`src/rtl/c2p_pkg.sv`:
```
package c2p_pkg;
    typedef enum logic {
        CAP_FILL,
        CAP_HOLD
    } cap_state_t;

    typedef enum logic {
        DRN_IDLE,
        DRN_SEND
    } drn_state_t;
endpackage

```
`src/rtl/c2p_capture.sv`:
```
module c2p_capture
    import c2p_pkg::*;
#(
    parameter int WORD_W = 32,
    parameter int PIX_W  = 8
) (
    input  logic                        clk,
    input  logic                        rst,
    input  logic                        in_valid,
    input  logic [WORD_W-1:0]           in_word,
    input  logic                        six_plane,
    output logic                        in_ready,
    input  logic                        drain_free,
    output logic                        load,
    output logic                        load_six,
    output logic [WORD_W*PIX_W-1:0]     group_flat
);
    localparam int IN_WORDS = PIX_W;
    localparam int TOT      = WORD_W * IN_WORDS;
    localparam int CW       = $clog2(IN_WORDS);
    localparam logic [CW-1:0] LAST_IDX = CW'(IN_WORDS - 1);

    cap_state_t      state_q, state_n;
    logic [CW-1:0]   idx_q;
    logic [TOT-1:0]  buf_q;
    logic            six_q;
    logic            accept;
    logic            complete;

    always_comb begin
        in_ready   = (state_q == CAP_FILL);
        accept     = in_valid && in_ready;
        complete   = accept && (idx_q == LAST_IDX);
        load       = (state_q == CAP_HOLD || complete) && drain_free;
        load_six   = six_q;
        group_flat = (state_q == CAP_HOLD) ? buf_q
                                           : {buf_q[TOT-WORD_W-1:0], in_word};
        state_n    = state_q;
        unique case (state_q)
            CAP_FILL: if (complete && !drain_free) state_n = CAP_HOLD;
            CAP_HOLD: if (drain_free)              state_n = CAP_FILL;
        endcase
    end

    always_ff @(posedge clk) begin
        if (rst) begin
            state_q <= CAP_FILL;
            idx_q   <= '0;
            buf_q   <= '0;
            six_q   <= 1'b0;
        end else begin
            state_q <= state_n;
            if (accept) begin
                buf_q <= {buf_q[TOT-WORD_W-1:0], in_word};
                idx_q <= (idx_q == LAST_IDX) ? '0 : idx_q + CW'(1);
                if (idx_q == '0) six_q <= six_plane;
            end
        end
    end


    hold_until_free_chk: assert property (@(posedge clk) disable iff (rst)
        (state_q == CAP_HOLD) && !drain_free |=> (state_q == CAP_HOLD) && $stable(buf_q));
endmodule

```
`src/rtl/c2p_transpose.sv`:
```
module c2p_transpose #(
    parameter int WORD_W = 32,
    parameter int PIX_W  = 8
) (
    input  logic [WORD_W*PIX_W-1:0] group_flat,
    output logic [WORD_W*PIX_W-1:0] planes_flat
);
    localparam int TOT = WORD_W * PIX_W;

    for (genvar k = 0; k < PIX_W; k++) begin : g_plane
        for (genvar i = 0; i < WORD_W; i++) begin : g_pix
            assign planes_flat[k*WORD_W + WORD_W-1-i] = group_flat[TOT - i*PIX_W - PIX_W + k];
        end
    end
endmodule

```
`src/rtl/c2p_drain.sv`:
```
module c2p_drain
    import c2p_pkg::*;
#(
    parameter int WORD_W     = 32,
    parameter int PIX_W      = 8,
    parameter int RED_PLANES = 6
) (
    input  logic                    clk,
    input  logic                    rst,
    input  logic                    load,
    input  logic                    load_six,
    input  logic [WORD_W*PIX_W-1:0] planes_flat,
    input  logic                    out_ready,
    output logic                    out_valid,
    output logic [WORD_W-1:0]       out_data,
    output logic                    out_last,
    output logic                    drain_free
);
    localparam int PW = $clog2(PIX_W);
    localparam logic [PW-1:0] FULL_LAST = PW'(PIX_W - 1);
    localparam logic [PW-1:0] RED_LAST  = PW'(RED_PLANES - 1);

    drn_state_t         state_q, state_n;
    logic [WORD_W-1:0]  pl_q [PIX_W];
    logic [PW-1:0]      cnt_q;
    logic               six_q;
    logic               take;

    always_comb begin
        out_valid  = (state_q == DRN_SEND);
        out_data   = pl_q[cnt_q];
        out_last   = out_valid && (cnt_q == (six_q ? RED_LAST : FULL_LAST));
        take       = out_valid && out_ready;
        drain_free = (state_q == DRN_IDLE) || (take && out_last);
        state_n    = state_q;
        unique case (state_q)
            DRN_IDLE: if (load) state_n = DRN_SEND;
            DRN_SEND: if (take && out_last && !load) state_n = DRN_IDLE;
        endcase
    end

    always_ff @(posedge clk) begin
        if (rst) begin
            state_q <= DRN_IDLE;
            cnt_q   <= '0;
            six_q   <= 1'b0;
            for (int k = 0; k < PIX_W; k++) pl_q[k] <= '0;
        end else begin
            state_q <= state_n;
            if (load) begin
                for (int k = 0; k < PIX_W; k++) pl_q[k] <= planes_flat[k*WORD_W +: WORD_W];
                cnt_q <= '0;
                six_q <= load_six;
            end else if (take) begin
                cnt_q <= out_last ? '0 : cnt_q + PW'(1);
            end
        end
    end


    stall_hold_chk: assert property (@(posedge clk) disable iff (rst)
        out_valid && !out_ready |=> out_valid && $stable(out_data) && $stable(out_last));


    reload_safe_chk: assert property (@(posedge clk) disable iff (rst)
        load && out_valid |-> out_ready && out_last);


    plane_stream_chk: assert property (@(posedge clk) disable iff (rst)
        out_valid && out_ready && !out_last |=> out_valid && (cnt_q == $past(cnt_q) + PW'(1)));
endmodule

```
`src/rtl/c2p_conv.sv`:
```
module c2p_conv #(
    parameter int WORD_W     = 32,
    parameter int PIX_W      = 8,
    parameter int RED_PLANES = 6
) (
    input  logic              clk,
    input  logic              rst,
    input  logic              in_valid,
    output logic              in_ready,
    input  logic [WORD_W-1:0] in_word,
    input  logic              six_plane,
    output logic              out_valid,
    input  logic              out_ready,
    output logic [WORD_W-1:0] out_data,
    output logic              out_last
);
    localparam int TOT = WORD_W * PIX_W;

    logic           drain_free;
    logic           load;
    logic           load_six;
    logic [TOT-1:0] group_flat;
    logic [TOT-1:0] planes_flat;

    c2p_capture #(.WORD_W(WORD_W), .PIX_W(PIX_W)) u_cap (
        .clk(clk), .rst(rst),
        .in_valid(in_valid), .in_word(in_word), .six_plane(six_plane),
        .in_ready(in_ready), .drain_free(drain_free),
        .load(load), .load_six(load_six), .group_flat(group_flat)
    );

    c2p_transpose #(.WORD_W(WORD_W), .PIX_W(PIX_W)) u_tp (
        .group_flat(group_flat), .planes_flat(planes_flat)
    );

    c2p_drain #(.WORD_W(WORD_W), .PIX_W(PIX_W), .RED_PLANES(RED_PLANES)) u_drn (
        .clk(clk), .rst(rst),
        .load(load), .load_six(load_six), .planes_flat(planes_flat),
        .out_ready(out_ready), .out_valid(out_valid), .out_data(out_data),
        .out_last(out_last), .drain_free(drain_free)
    );


    reset_idle_chk: assert property (@(posedge clk) disable iff (rst)
        $past(rst) |-> !out_valid && in_ready);
endmodule

```
`config.mk`:
```
export PLATFORM = sky130hd
export DESIGN_NAME = c2p_conv
export DESIGN_NICKNAME = d
export VERILOG_FILES = /design/src/rtl/c2p_pkg.sv /design/src/rtl/c2p_capture.sv /design/src/rtl/c2p_transpose.sv /design/src/rtl/c2p_drain.sv /design/src/rtl/c2p_conv.sv
export SDC_FILE = /design/constraint.sdc
export NUM_CORES = 1
export LEC_CHECK = 0
export ABC_AREA = 1
export BUFFER_PORTS_ARGS = -buffer_cell sky130_fd_sc_hd__buf_2
export CORE_MARGIN = 3
export CORE_UTILIZATION = 40
export CTS_CLUSTER_DIAMETER = 60
export DETAILED_ROUTE_END_ITERATION = 8
export PLACE_DENSITY = 0.64
export SLEW_MARGIN = 20
export SYNTH_ARGS = -nofsm -noshare
export SYNTH_HDL_FRONTEND = slang
export SYNTH_HIERARCHICAL = 1
export SYNTH_SLANG_ARGS = --single-unit
```
`constraint.sdc`:
```
create_clock -name clk -period 10.6 [get_ports clk]
set_clock_uncertainty 0.15 [all_clocks]
set_input_delay 1.06 -clock clk [delete_from_list [all_inputs] [get_ports clk]]
set_output_delay 1.06 -clock clk [all_outputs]
set_load 0.005 [all_outputs]
```
Word level (Yosys, flattened, before mapping)
Memory sizes are Yosys's and may differ from the RTL's. A register that Yosys moved wholly into a read port is not among the register bits. Index checks and enable logic that the tools add are counted.

Output and inout port bits: 35. Memory bits (writable): 256. Latch bits: 0. Register bits after elaboration: 266. ROM bits: 0. Logic and storage cells: 61. Input bits: 37. Memories: 1.

Memories: u_drn.pl_q (words 8, bits a word 32, read ports 1, clocked after Yosys merged registers in 1, write ports 8, line c2p_drain.sv:24) `logic [WORD_W-1:0] pl_q [PIX_W];`.

Bitwise gates (word level): 10. $mul: 0. Shift operators: 0. Mux-type cells: 24. Eq/ne operators: 2. Divide/modulo/power cells: 0. Magnitude comparators: 0. Add/subtract/negate cells: 2. Reductions and logical operators: 15.

Operator list (count): 2-to-1 mux 256 bit (1); 2-to-1 mux 32 bit (8); 2-to-1 mux 3 bit (4); logical AND 1 bit (8); 2-to-1 mux 1 bit (8); OR 1 bit (8); adder 3 x 1 -> 3 bit, second input constant (2); case mux 1 bit (2 select lines) (2); == test 3 bit (1); == test 3 bit, second input constant (1); zero test 3 bit (1); zero test 1 bit (2); logical OR 1 bit (2); 2-to-1 mux 2 bit (1); inverter 1 bit (2); AND reduction 2 bit (1); OR reduction 2 bit (1).

Logic depth before layout (Yosys ltp)
Gate-level depths: netlist (run 1).

Depth after elaboration: 10. Mapped depth: 11.

Modules after synthesis
Netlist (run 1), hierarchy kept.

By module, submodules not included: c2p_drain (seq. area each 7847.5 sq um, cells an instance 1660, instances 1, area each 13312.8 sq um); c2p_capture (seq. area each 5225.0 sq um, cells an instance 1713, instances 1, area each 11995.3 sq um); c2p_transpose (seq. area each 0.0 sq um, cells an instance 256, instances 1, area each 1921.8 sq um).

Worst setup path after synthesis (run 1)
Ideal clock, no wire load.

Path kind: input-to-reg. Start: input port out_ready. End: memory u_drn.pl_q[0][0] (enable). Library setup time: 0.608 ns. Data arrival time: 6.652 ns. Path slack: 3.189 ns. Path buffers: 0. Stages on the path: 7. Required time: 9.842 ns. Cells stage by stage: nand2_1 -> inv_1 -> nand3_1 -> nand2_1 -> and2_1 -> nor2_1 -> inv_1.

RTL lines: start: declaration (line c2p_conv.sv:13) `input logic out_ready,`; end: declaration (line c2p_drain.sv:24).

==> flow_metrics.py, run 1 <==
metrics = {
    "sta": {
        "finalCriticalPeriod_ps": 4640,
        "max-slew-margin-rel_pct": 27.5,
        "setup_violations": 0,
        "tightest_slew_ps": 1090,
        "fin_tns_setup_ps": 0,
        "hold_ws_ps": 319,
        "maxSlewViolCount": 0,
        "period_share_pct": 43.8,
        "rsz0062_at_grt": "no",
        "layout_setup_ws_ps": 5960,
        "hold_violations": 0,
        "fmax_mhz": 215,
    },
    "layout": {
        "register_area_um2": 13100,
        "nets": 3345,
        "layout_commonest_cell": "nand2_1",
        "instances_no_fill": 4222,
        "final_area_um2": 27500,
        "n_antenna_cell": 0,
        "fillerInstances": 6897,
        "area_growth_pct": 1.08,
        "layout_common_cells": "754 x nand2_1, 687 x inv_1, 468 x o21ai_0, 329 x nor2_1, 266 x dfxtp_1",
        "final_layout_size_suffix_gt1_share_pct": 5.40,
        "multi_input_area_um2": 8430,
    },
    "clock_tree": {
        "path_clk_slew_ps": 60,
        "ctsHoldBuffers": 0,
        "cts_resized": 0,
        "insertion_delay_ps": 600,
        "cts_root_buffer": "clkbuf_16",
        "cts_buffer_depth": 3,
        "htreeDepth": 2,
        "cts_sinks": 525,
        "post_cts_buffers": 0,
        "cts_tree": "done",
        "tritoncts.num_buffers": 54,
    },
    "global_routing": {
        "grt.total_usage_pct": 17.4,
        "grt_max_degree": 173,
        "met2_usage_pct": 30.8,
        "use_met1_pct": 22.5,
        "grt_antenna_before_repair": 7,
        "top_usage_layer": "met2",
        "grt_util_met3_pct": 1.96,
        "grt.overflow.total": 0,
        "grt_pass1_wl_mm": 99.0,
        "grt_pass1_vias": 18800,
    },
    "die": {
        "die_w_um": 267,
        "io_pins": 72,
        "fp-row-count": 95,
        "die_area_um2": 71200,
        "core_area_um2": 67300,
        "die_height_um": 267,
        "start_util_pct": 40.5,
    },
    "worst_hold_path": {
        "holdPathStages": 2,
        "worstHoldPathType": "reg2reg",
        "worstHoldStart": "u_cap/buf_q[253]",
    },
    "drt": {
        "avgRoutedWirePerCell_um": 14.9,
        "wl_mm": 62.8,
        "vias_per_cell": 4.73,
        "ant_nets": 0,
        "dr.pass1.iters": 6,
        "drtIter0Drc": 1422,
        "drcViolationCount": 0,
        "vias": 20000,
    },
    "worst_setup_path": {
        "critPathSlowestCell": "buf_4",
        "cp-end-kind": "output pin",
        "slowest_delay_ps": 680,
        "crit_type": "reg2out",
        "cp.arrival_ps": 3430,
        "worstPathCellList": "buf_4, buf_4, nand2_1, nand2_1, nand2_1, nand2_1, nand2_1, nand2_1, buf_2",
        "reg2reg_depth": 8,
        "worstSetupStartpointType": "flip-flop",
        "reg2reg_from": "u_cap/idx_q[0]",
        "cp_common_cell": "nand2_1",
        "required_ps": 9390,
        "cp_max_fo": 51,
    },
    "logic_synthesis": {
        "synth_top_area_share_pct": 28.2,
        "synth_area_leader_cell": "edfxtp_1",
        "ys_seq_elements": 525,
        "synth.area.top_cells": "edfxtp_1 28%, dfxtp_1 20%, nand2_1 10%, inv_1 9.5%, o21ai_0 8.6%",
        "syn_area_um2": 27200,
        "yosys_warnings": 6,
        "syn_inst": 3629,
        "yosysSeqAreaShare_pct": 48.0,
        "syn_nets": 3670,
        "syn-mean-instance-area_um2": 7.50,
        "ys_types": 20,
    },
    "power_and_ir_drop": {
        "power.density_nw_per_um2": 164,
        "cellInternalPower_mw": 3.44,
        "clkPwrFrac_pct": 42.5,
        "p_sw_mw": 1.07,
        "combinationalPowerShare_pct": 6.7,
        "p_leak_nw": 11.5,
        "irDropWorstVdd_mv": 0.104,
        "swShare_pct": 23.6,
        "pwr-share-seq_pct": 50.8,
    },
    "placed_design": {
        "dpl_cell_area_um2": 25700,
        "placed_cells": 4120,
        "place_ws_ps": 6120,
        "place_congestion": 0.768,
        "port_buffers": 71,
        "hpwl_mm": 37.1,
    },
    "job": {
        "max_cap_viol_count": 0,
    },
    "run_status": {
        "outcome": "completed",
    },
}
==> state kept, by name, indices dropped and copies added, names as in the netlist, named ones only <==
name,count
u_cap/idx_q,3
u_cap/load_six,1
u_drn/cnt_q,3
u_drn/pl_q,256
u_drn/six_q,1
u_drn/out_valid,1
u_cap/buf_q,256
u_cap/state_q,1
==> through the flow <==
stage                     total power, mW  util [%]
after floorplan                      2.64         -
final                                4.51      40.9
after global routing                 4.70      40.9
after CTS                            4.56      40.9
after detailed placement             2.64      38.2
after global placement               2.63      38.2
==> worst max-delay path: cells and delay by family (launching register included) <==
kind                   cells  cell delay (ps)
buffers and inverters      3             1430
DFF                        1              660
and+or+nand+nor            6              650
==> synth_stat cells <==
cell type,n
nand3_1,101
nand2_1,755
inv_4,1
and2_1,2
ha_1,4
a21oi_1,229
o21ai_0,468
clkbuf_1,60
buf_6,19
inv_1,689
nor2_8,1
edfxtp_1,256
buf_1,6
dfxtp_1,269
o21ai_1,49
buf_4,297
buf_2,91
inv_2,2
nand2_8,1
nor2_1,329
==> path summary, 6_finish.rpt <==
check                                          to  slack (ps)
worst min-delay path             u_cap/buf_q[253]         320
worst min register to register   u_cap/buf_q[253]         320
worst max-delay path                 out_data[11]        5960
worst max register to register  u_drn/pl_q[1][15]        6930
==> layer usage <==
| metal | up-vias | routed length [um] |
|---|---|---|
| met5 | - | 0 |
| met4 | 0 | 1190 |
| met3 | 81 | 2630 |
| met2 | 358 | 30700 |
| met1 | 9248 | 28300 |
| li1 | 10300 | - |
==> kinds of logic (layout without fill, tap and decap cells) <==
kind of cell,count (synthesis),after routing,synth area share [%]
compound gates,746,746,13.7
flops,525,525,48.0
simple gates,1189,1189,17.0
fa+ha+maj,4,4,0.184
buf+inv,1165,885,21.1
==> area by class of cell <==
type                    count  area share [%]
clock buffers              75            5.50
multi-input cells        1939            30.6
clock inverters            26           0.918
inverters                 692            9.51
repair buffers             92            1.96
well taps                 873            3.97
flip-flops and latches    525            47.5
==> power by group through the flow <==
| stage | Combinational [mW] | Clock (mW) | Sequential (mW) |
|---|---|---|---|
| after floorplan | 0.314 | 0 | 2.33 |
| after global placement | 0.297 | 0 | 2.34 |
| after detailed placement | 0.303 | 0 | 2.34 |
| after CTS | 0.305 | 1.96 | 2.29 |
| after global routing | 0.354 | 2.04 | 2.30 |
| final | 0.303 | 1.91 | 2.29 |
(Power assumes the default switching activity.)
==> run 2: changes to the inputs <==
--- a/config.mk
+++ b/config.mk
@@ -11,7 +11,7 @@
 export CORE_UTILIZATION = 40
 export CTS_CLUSTER_DIAMETER = 60
 export DETAILED_ROUTE_END_ITERATION = 8
-export PLACE_DENSITY = 0.64
+export PLACE_DENSITY = 0.66
 export SLEW_MARGIN = 20
 export SYNTH_ARGS = -nofsm -noshare
 export SYNTH_HDL_FRONTEND = slang
==> constraint.sdc (replaced) <==
create_clock -name clk -period 4.2 [get_ports clk]
set_clock_uncertainty 0.15 [all_clocks]
set_input_delay 0.42 -clock clk [delete_from_list [all_inputs] [get_ports clk]]
set_output_delay 0.42 -clock clk [all_outputs]
set_load 0.005 [all_outputs]
==> run 2 against run 1 <==
First-iteration DRC count is 19% higher. Routed wire length is 1.7% higher. Via count is 1.0% higher. Clock-buffer cell count is 11 higher. Combinational power grew to 2.7 times the previous value. Worst hold slack worse by 270 ps. Global-route usage is 0.35 points higher. Sequential power grew to 2.5 times the previous value. Final area is 2.2% higher. Register-to-register slack worse by 5300 ps. Cell count is 1.0% higher.
==> flow_metrics.py, run 2 (synthesized netlist as in run 1, its figures left out) <==
metrics = {
    "worst_setup_path": {
        "worstSetupStartpointType": "flip-flop",
        "required_ps": 3630,
        "cp-end-kind": "output pin",
        "crit_type": "reg2out",
        "cp.arrival_ps": 2620,
        "cp_max_fo": 64,
    },
    "clock_tree": {
        "htreeDepth": 2,
        "cts_sinks": 525,
        "cts_buffer_depth": 3,
        "cts_root_buffer": "clkbuf_16",
        "cts_tree": "done",
        "path_clk_slew_ps": 60,
        "tritoncts.num_buffers": 55,
        "cts_resized": 0,
        "insertion_delay_ps": 600,
    },
    "sta": {
        "rsz0062_at_grt": "no",
        "max-slew-margin-rel_pct": 30.8,
        "layout_setup_ws_ps": 1010,
        "hold_ws_ps": 50.9,
        "fmax_mhz": 313,
        "maxSlewViolCount": 0,
        "hold_violations": 0,
        "tightest_slew_ps": 1040,
        "period_share_pct": 76.0,
        "setup_violations": 0,
        "finalCriticalPeriod_ps": 3190,
    },
    "run_status": {
        "outcome": "completed",
    },
    "die": {
        "fp-row-count": 95,
        "die_area_um2": 71200,
        "io_pins": 72,
        "die_w_um": 267,
        "die_height_um": 267,
        "start_util_pct": 40.5,
        "core_area_um2": 67300,
    },
    "power_and_ir_drop": {
        "combinationalPowerShare_pct": 7.2,
        "clkPwrFrac_pct": 42.2,
        "p_sw_mw": 2.71,
        "cellInternalPower_mw": 8.71,
        "irDropWorstVdd_mv": 0.270,
        "swShare_pct": 23.7,
        "pwr-share-seq_pct": 50.7,
        "power.density_nw_per_um2": 406,
        "p_total_mw": 11.4,
        "p_leak_nw": 11.8,
    },
    "worst_hold_path": {
        "worstHoldPathType": "in2reg",
    },
    "drt": {
        "vias": 20200,
        "drtIter0Drc": 1692,
        "drcViolationCount": 0,
        "avgRoutedWirePerCell_um": 15.0,
        "ant_nets": 0,
        "dr.pass1.iters": 5,
        "vias_per_cell": 4.73,
        "wl_mm": 63.9,
    },
    "global_routing": {
        "grt_pass1_wl_mm": 101,
        "grt_pass1_vias": 18900,
        "grt.total_usage_pct": 17.7,
        "grt_max_degree": 271,
        "grt_antenna_before_repair": 2,
        "grt.overflow.total": 0,
    },
    "placed_design": {
        "place_congestion": 0.790,
        "place_ws_ps": 1550,
        "port_buffers": 71,
        "hpwl_mm": 38.4,
        "dpl_cell_area_um2": 26000,
    },
    "layout": {
        "final_layout_size_suffix_gt1_share_pct": 6.07,
        "layout_common_cells": "753 x nand2_1, 685 x inv_1, 467 x o21ai_0, 328 x nor2_1, 263 x dfxtp_1",
        "nets": 3389,
        "n_antenna_cell": 0,
        "multi_input_area_um2": 8460,
        "layout_commonest_cell": "nand2_1",
        "final_area_um2": 28100,
        "register_area_um2": 13100,
        "reg_top3": "u_cap/buf_q (256), u_drn/pl_q (256)",
        "fin_util_pct": 41.8,
        "fillerInstances": 6718,
        "area_growth_pct": 3.30,
    },
    "job": {
        "max_cap_viol_count": 0,
    },
}
-- run 2: changes by cell type in the layout (fill, tap and decap cells not counted), sizes merged --
cell,before,now
clkinv,19,10
clkbuf,75,86
dlygate4sd3,0,31
buf,92,104
clkinvlp,0,3
bufinv,5,2
inv,694,692
-- run 2: worst paths after layout --
kind / start / end / slack, ps / depth (start not counted)
setup / recovery: flip-flop / out_data[16] / 1010 / 7
hold reg to reg: u_cap/buf_q[253] / u_cap/buf_q[253] / 320 / 2
hold / removal: out_ready / flip-flop / 50 / 3
setup reg to reg: u_drn/out_valid / u_drn/pl_q[2][4] / 1610 / 8
-- run 2: worst max-delay path: stages, from the launching register on --
cell and delay, ps:
dfxtp_2 410, inv_2 70, buf_4 760, nand3_1 150, nand2_1 90, nand2_1 50
nand2_1 260, buf_2 180
-- run 2: repair_timing --
action	CTS	global route
hold buffers	31	0
hold endpoints to repair	31	0
buffers inserted	0	0
-- run 2: power groups by stage --
stage	sequential, mW	clock, mW	combinational (mW)
3_3_place_gp	5.89	0	0.786
2_1_floorplan	5.86	0	0.796
6_report	5.78	4.81	0.819
5_1_grt	5.81	5.14	0.943
3_5_place_dp	5.89	0	0.799
4_1_cts	5.78	4.93	0.826
-- run 2: per-layer routing --
metal / track usage (%) / vias up / part of all wire [%]
met5: 0 / - / 0
met4: 5.72 / 0 / 2.7
met3: 2.32 / 112 / 4.7
met2: 30.6 / 403 / 49
met1: 23.0 / 9298 / 44
li1: - / 10400 / -
-- run 2: area by class of cell --
class / instances / share of cell area, %
flip-flops and latches: 525 / 46.5
multi-input cells: 1939 / 30.1
inverters: 692 / 9.28
clock buffers: 86 / 5.85
repair buffers: 135 / 3.91
well taps: 873 / 3.88
clock inverters: 15 / 0.458
-- run 2: stage by stage --
stage / std cells / TNS [ps]
3_5_place_dp: 4133 / 0
5_1_grt: 4265 / 0
2_1_floorplan: 3629 / -301680
4_1_cts: 4265 / 0
3_3_place_gp: 4133 / 0
6_report: 4265 / 0
==> run 3: changes to the inputs <==
==> constraint.sdc (replaced) <==
create_clock -name clk -period 2.7 [get_ports clk]
set_clock_uncertainty 0.15 [all_clocks]
set_input_delay 0.27 -clock clk [delete_from_list [all_inputs] [get_ports clk]]
set_output_delay 0.27 -clock clk [all_outputs]
set_load 0.005 [all_outputs]
==> run 3 against run 2 <==
Combinational power grew 59%. Critical endpoint is now out_data[12]. Sequential cell count stayed put. Cell count grew 0.52%. Via count increased by 0.91%. Global-route usage decreased by 0.20 points. Non-clock buffer count up 20. Sequential power rose by 56%.
==> flow_metrics.py, run 3 (synthesized netlist as in run 1, its figures left out) <==
metrics = {
    "layout": {
        "reg_top3": "u_cap/buf_q (256), u_drn/pl_q (256)",
        "instances_no_fill": 4287,
        "final_layout_size_suffix_gt1_share_pct": 6.65,
        "multi_input_area_um2": 8460,
        "layout_commonest_cell": "nand2_1",
        "fillerInstances": 6820,
        "register_area_um2": 13100,
        "final_area_um2": 28500,
        "nets": 3408,
        "area_growth_pct": 4.53,
        "layout_common_cells": "752 x nand2_1, 686 x inv_1, 467 x o21ai_0, 328 x nor2_1, 263 x dfxtp_1",
    },
    "global_routing": {
        "grt_pass1_vias": 19200,
        "grt_pass1_wl_mm": 101,
        "grt_max_degree": 172,
        "grt_antenna_before_repair": 2,
        "grt.total_usage_pct": 17.5,
        "grt.overflow.total": 0,
    },
    "power_and_ir_drop": {
        "swShare_pct": 23.4,
        "combinationalPowerShare_pct": 7.2,
        "p_sw_mw": 4.21,
        "power.density_nw_per_um2": 632,
        "pwr-share-seq_pct": 50.0,
        "p_total_mw": 18.0,
        "clkPwrFrac_pct": 42.8,
        "cellInternalPower_mw": 13.8,
        "p_leak_nw": 12.0,
        "irDropWorstVdd_mv": 0.399,
    },
    "clock_tree": {
        "htreeDepth": 2,
        "path_clk_slew_ps": 60,
        "insertion_delay_ps": 600,
        "cts_tree": "done",
        "cts_root_buffer": "clkbuf_16",
        "cts_buffer_depth": 3,
        "cts_sinks": 525,
        "tritoncts.num_buffers": 54,
    },
    "worst_setup_path": {
        "slowest_delay_ps": 400,
        "worstSetupStartpointType": "flip-flop",
        "cp.arrival_ps": 2190,
        "required_ps": 2280,
        "crit_type": "reg2out",
        "cp-end-kind": "output pin",
        "critPathSlowestCell": "dfxtp_2",
        "worstPathCellList": "buf_16, nand3_1, nand2_1, nand2_1, nand2_1, buf_2",
        "r2r-end": "u_drn/pl_q[6][2]",
        "cp_max_fo": 64,
        "reg2reg_from": "u_drn/out_valid",
        "r2r_slack_ps": 320,
        "path_depth": 6,
        "reg2reg_depth": 9,
        "crit_buf_inv": 2,
        "cp_top_family": "simple AND/OR/NAND/NOR gates",
        "cp_common_cell": "nand2_1",
    },
    "drt": {
        "avgRoutedWirePerCell_um": 14.7,
        "drtIter0Drc": 1435,
        "drcViolationCount": 0,
        "wl_mm": 63.1,
        "dr.pass1.iters": 5,
        "vias_per_cell": 4.75,
        "ant_nets": 0,
        "vias": 20400,
    },
    "sta": {
        "rsz0062_at_grt": "no",
        "hold_violations": 0,
        "setup_violations": 0,
        "hold_ws_ps": 92.3,
        "maxSlewViolCount": 0,
        "tightest_slew_ps": 764,
        "fmax_mhz": 383,
        "period_share_pct": 96.6,
        "max-slew-margin-rel_pct": 49.1,
        "finalCriticalPeriod_ps": 2610,
    },
    "placed_design": {
        "dpl_cell_area_um2": 26300,
        "placed_cells": 4150,
        "hpwl_mm": 38.7,
        "place_congestion": 0.792,
        "port_buffers": 71,
    },
    "worst_hold_path": {
        "hold_end": "u_drn/pl_q[7][21]",
        "worstHoldPathType": "in2reg",
        "worstHoldStart": "rst",
        "holdPathStages": 2,
    },
    "die": {
        "die_height_um": 267,
        "die_area_um2": 71200,
        "io_pins": 72,
        "core_area_um2": 67300,
        "fp-row-count": 95,
        "start_util_pct": 40.5,
        "die_w_um": 267,
    },
    "run_status": {
        "outcome": "completed",
    },
    "job": {
        "max_cap_viol_count": 0,
    },
}
==> run 3: worst max path at each step <==
stage / from / endpoint / slack [ps]
after floorplan: u_cap/idx_q[0] / u_drn/pl_q[0][0] / -2670
after global placement: in_valid / u_drn/pl_q[3][6] / 330
after detailed placement: u_drn/out_valid / u_drn/pl_q[2][6] / 330
after CTS: flip-flop / out_data[20] / 20
after global routing: flip-flop / out_data[22] / 10
final: flip-flop / out_data[12] / 90
==> run 3: layer usage <==
| metal | part of all wire [%] | wire (um) | global-route usage, % | vias to the layer above |
|---|---|---|---|---|
| li1 | - | - | - | 10400 |
| met1 | 44 | 27700 | 22.2 | 9500 |
| met2 | 50 | 31700 | 31.5 | 334 |
| met3 | 3.8 | 2410 | 1.96 | 107 |
| met4 | 2.1 | 1360 | 4.70 | 0 |
| met5 | 0 | 0 | 0 | - |
==> run 3: worst register-to-register path, cell delays in order, from the launching register on <==
cell and delay, ps:
dfxtp_1 410, nand2_1 150, inv_1 120, nand3_1 150
nand2_1 130, and2_4 180, nor2_4 50, clkinvlp_4 140
buf_12 260, buf_12 310
==> run 3: per-stage QoR <==
stage / setup TNS (ps) / setup WS (ps) / utilization, %
floorplan: -687180 / -2670 / -
global placement: 0 / 334 / 39.0
detailed placement: 0 / 328 / 39.0
CTS: 0 / 23.5 / 42.3
global route: 0 / 13.3 / 42.3
finish: 0 / 91.8 / 42.3
==> run 3: power by group through the flow <==
stage	registers [mW]	logic, mW	clock network (mW)
global route	9.04	1.50	8.16
global placement	9.16	1.24	0
CTS	9.00	1.31	7.87
floorplan	9.12	1.24	0
detailed placement	9.17	1.26	0
finish	9.00	1.30	7.70
==> run 3: timing repair <==
| action | CTS | global route |
|---|---|---|
| hold buffers | 34 | 0 |
| hold endpoints to repair | 67 | 0 |
| resized for setup | 0 | 4 |
| setup buffers | 0 | 0 |
| setup endpoints to repair | 0 | 7 |
==> run 3: cell type report <==
class                      count  share of cell area [%]
tap                          873                    3.84
timing repair buffer         155                    4.80
clock inverter                20                   0.853
multi-input combinational   1939                    29.7
sequential                   525                    46.0
antenna                        2                  0.0176
inverter                     692                    9.18
clock buffer                  81                    5.61
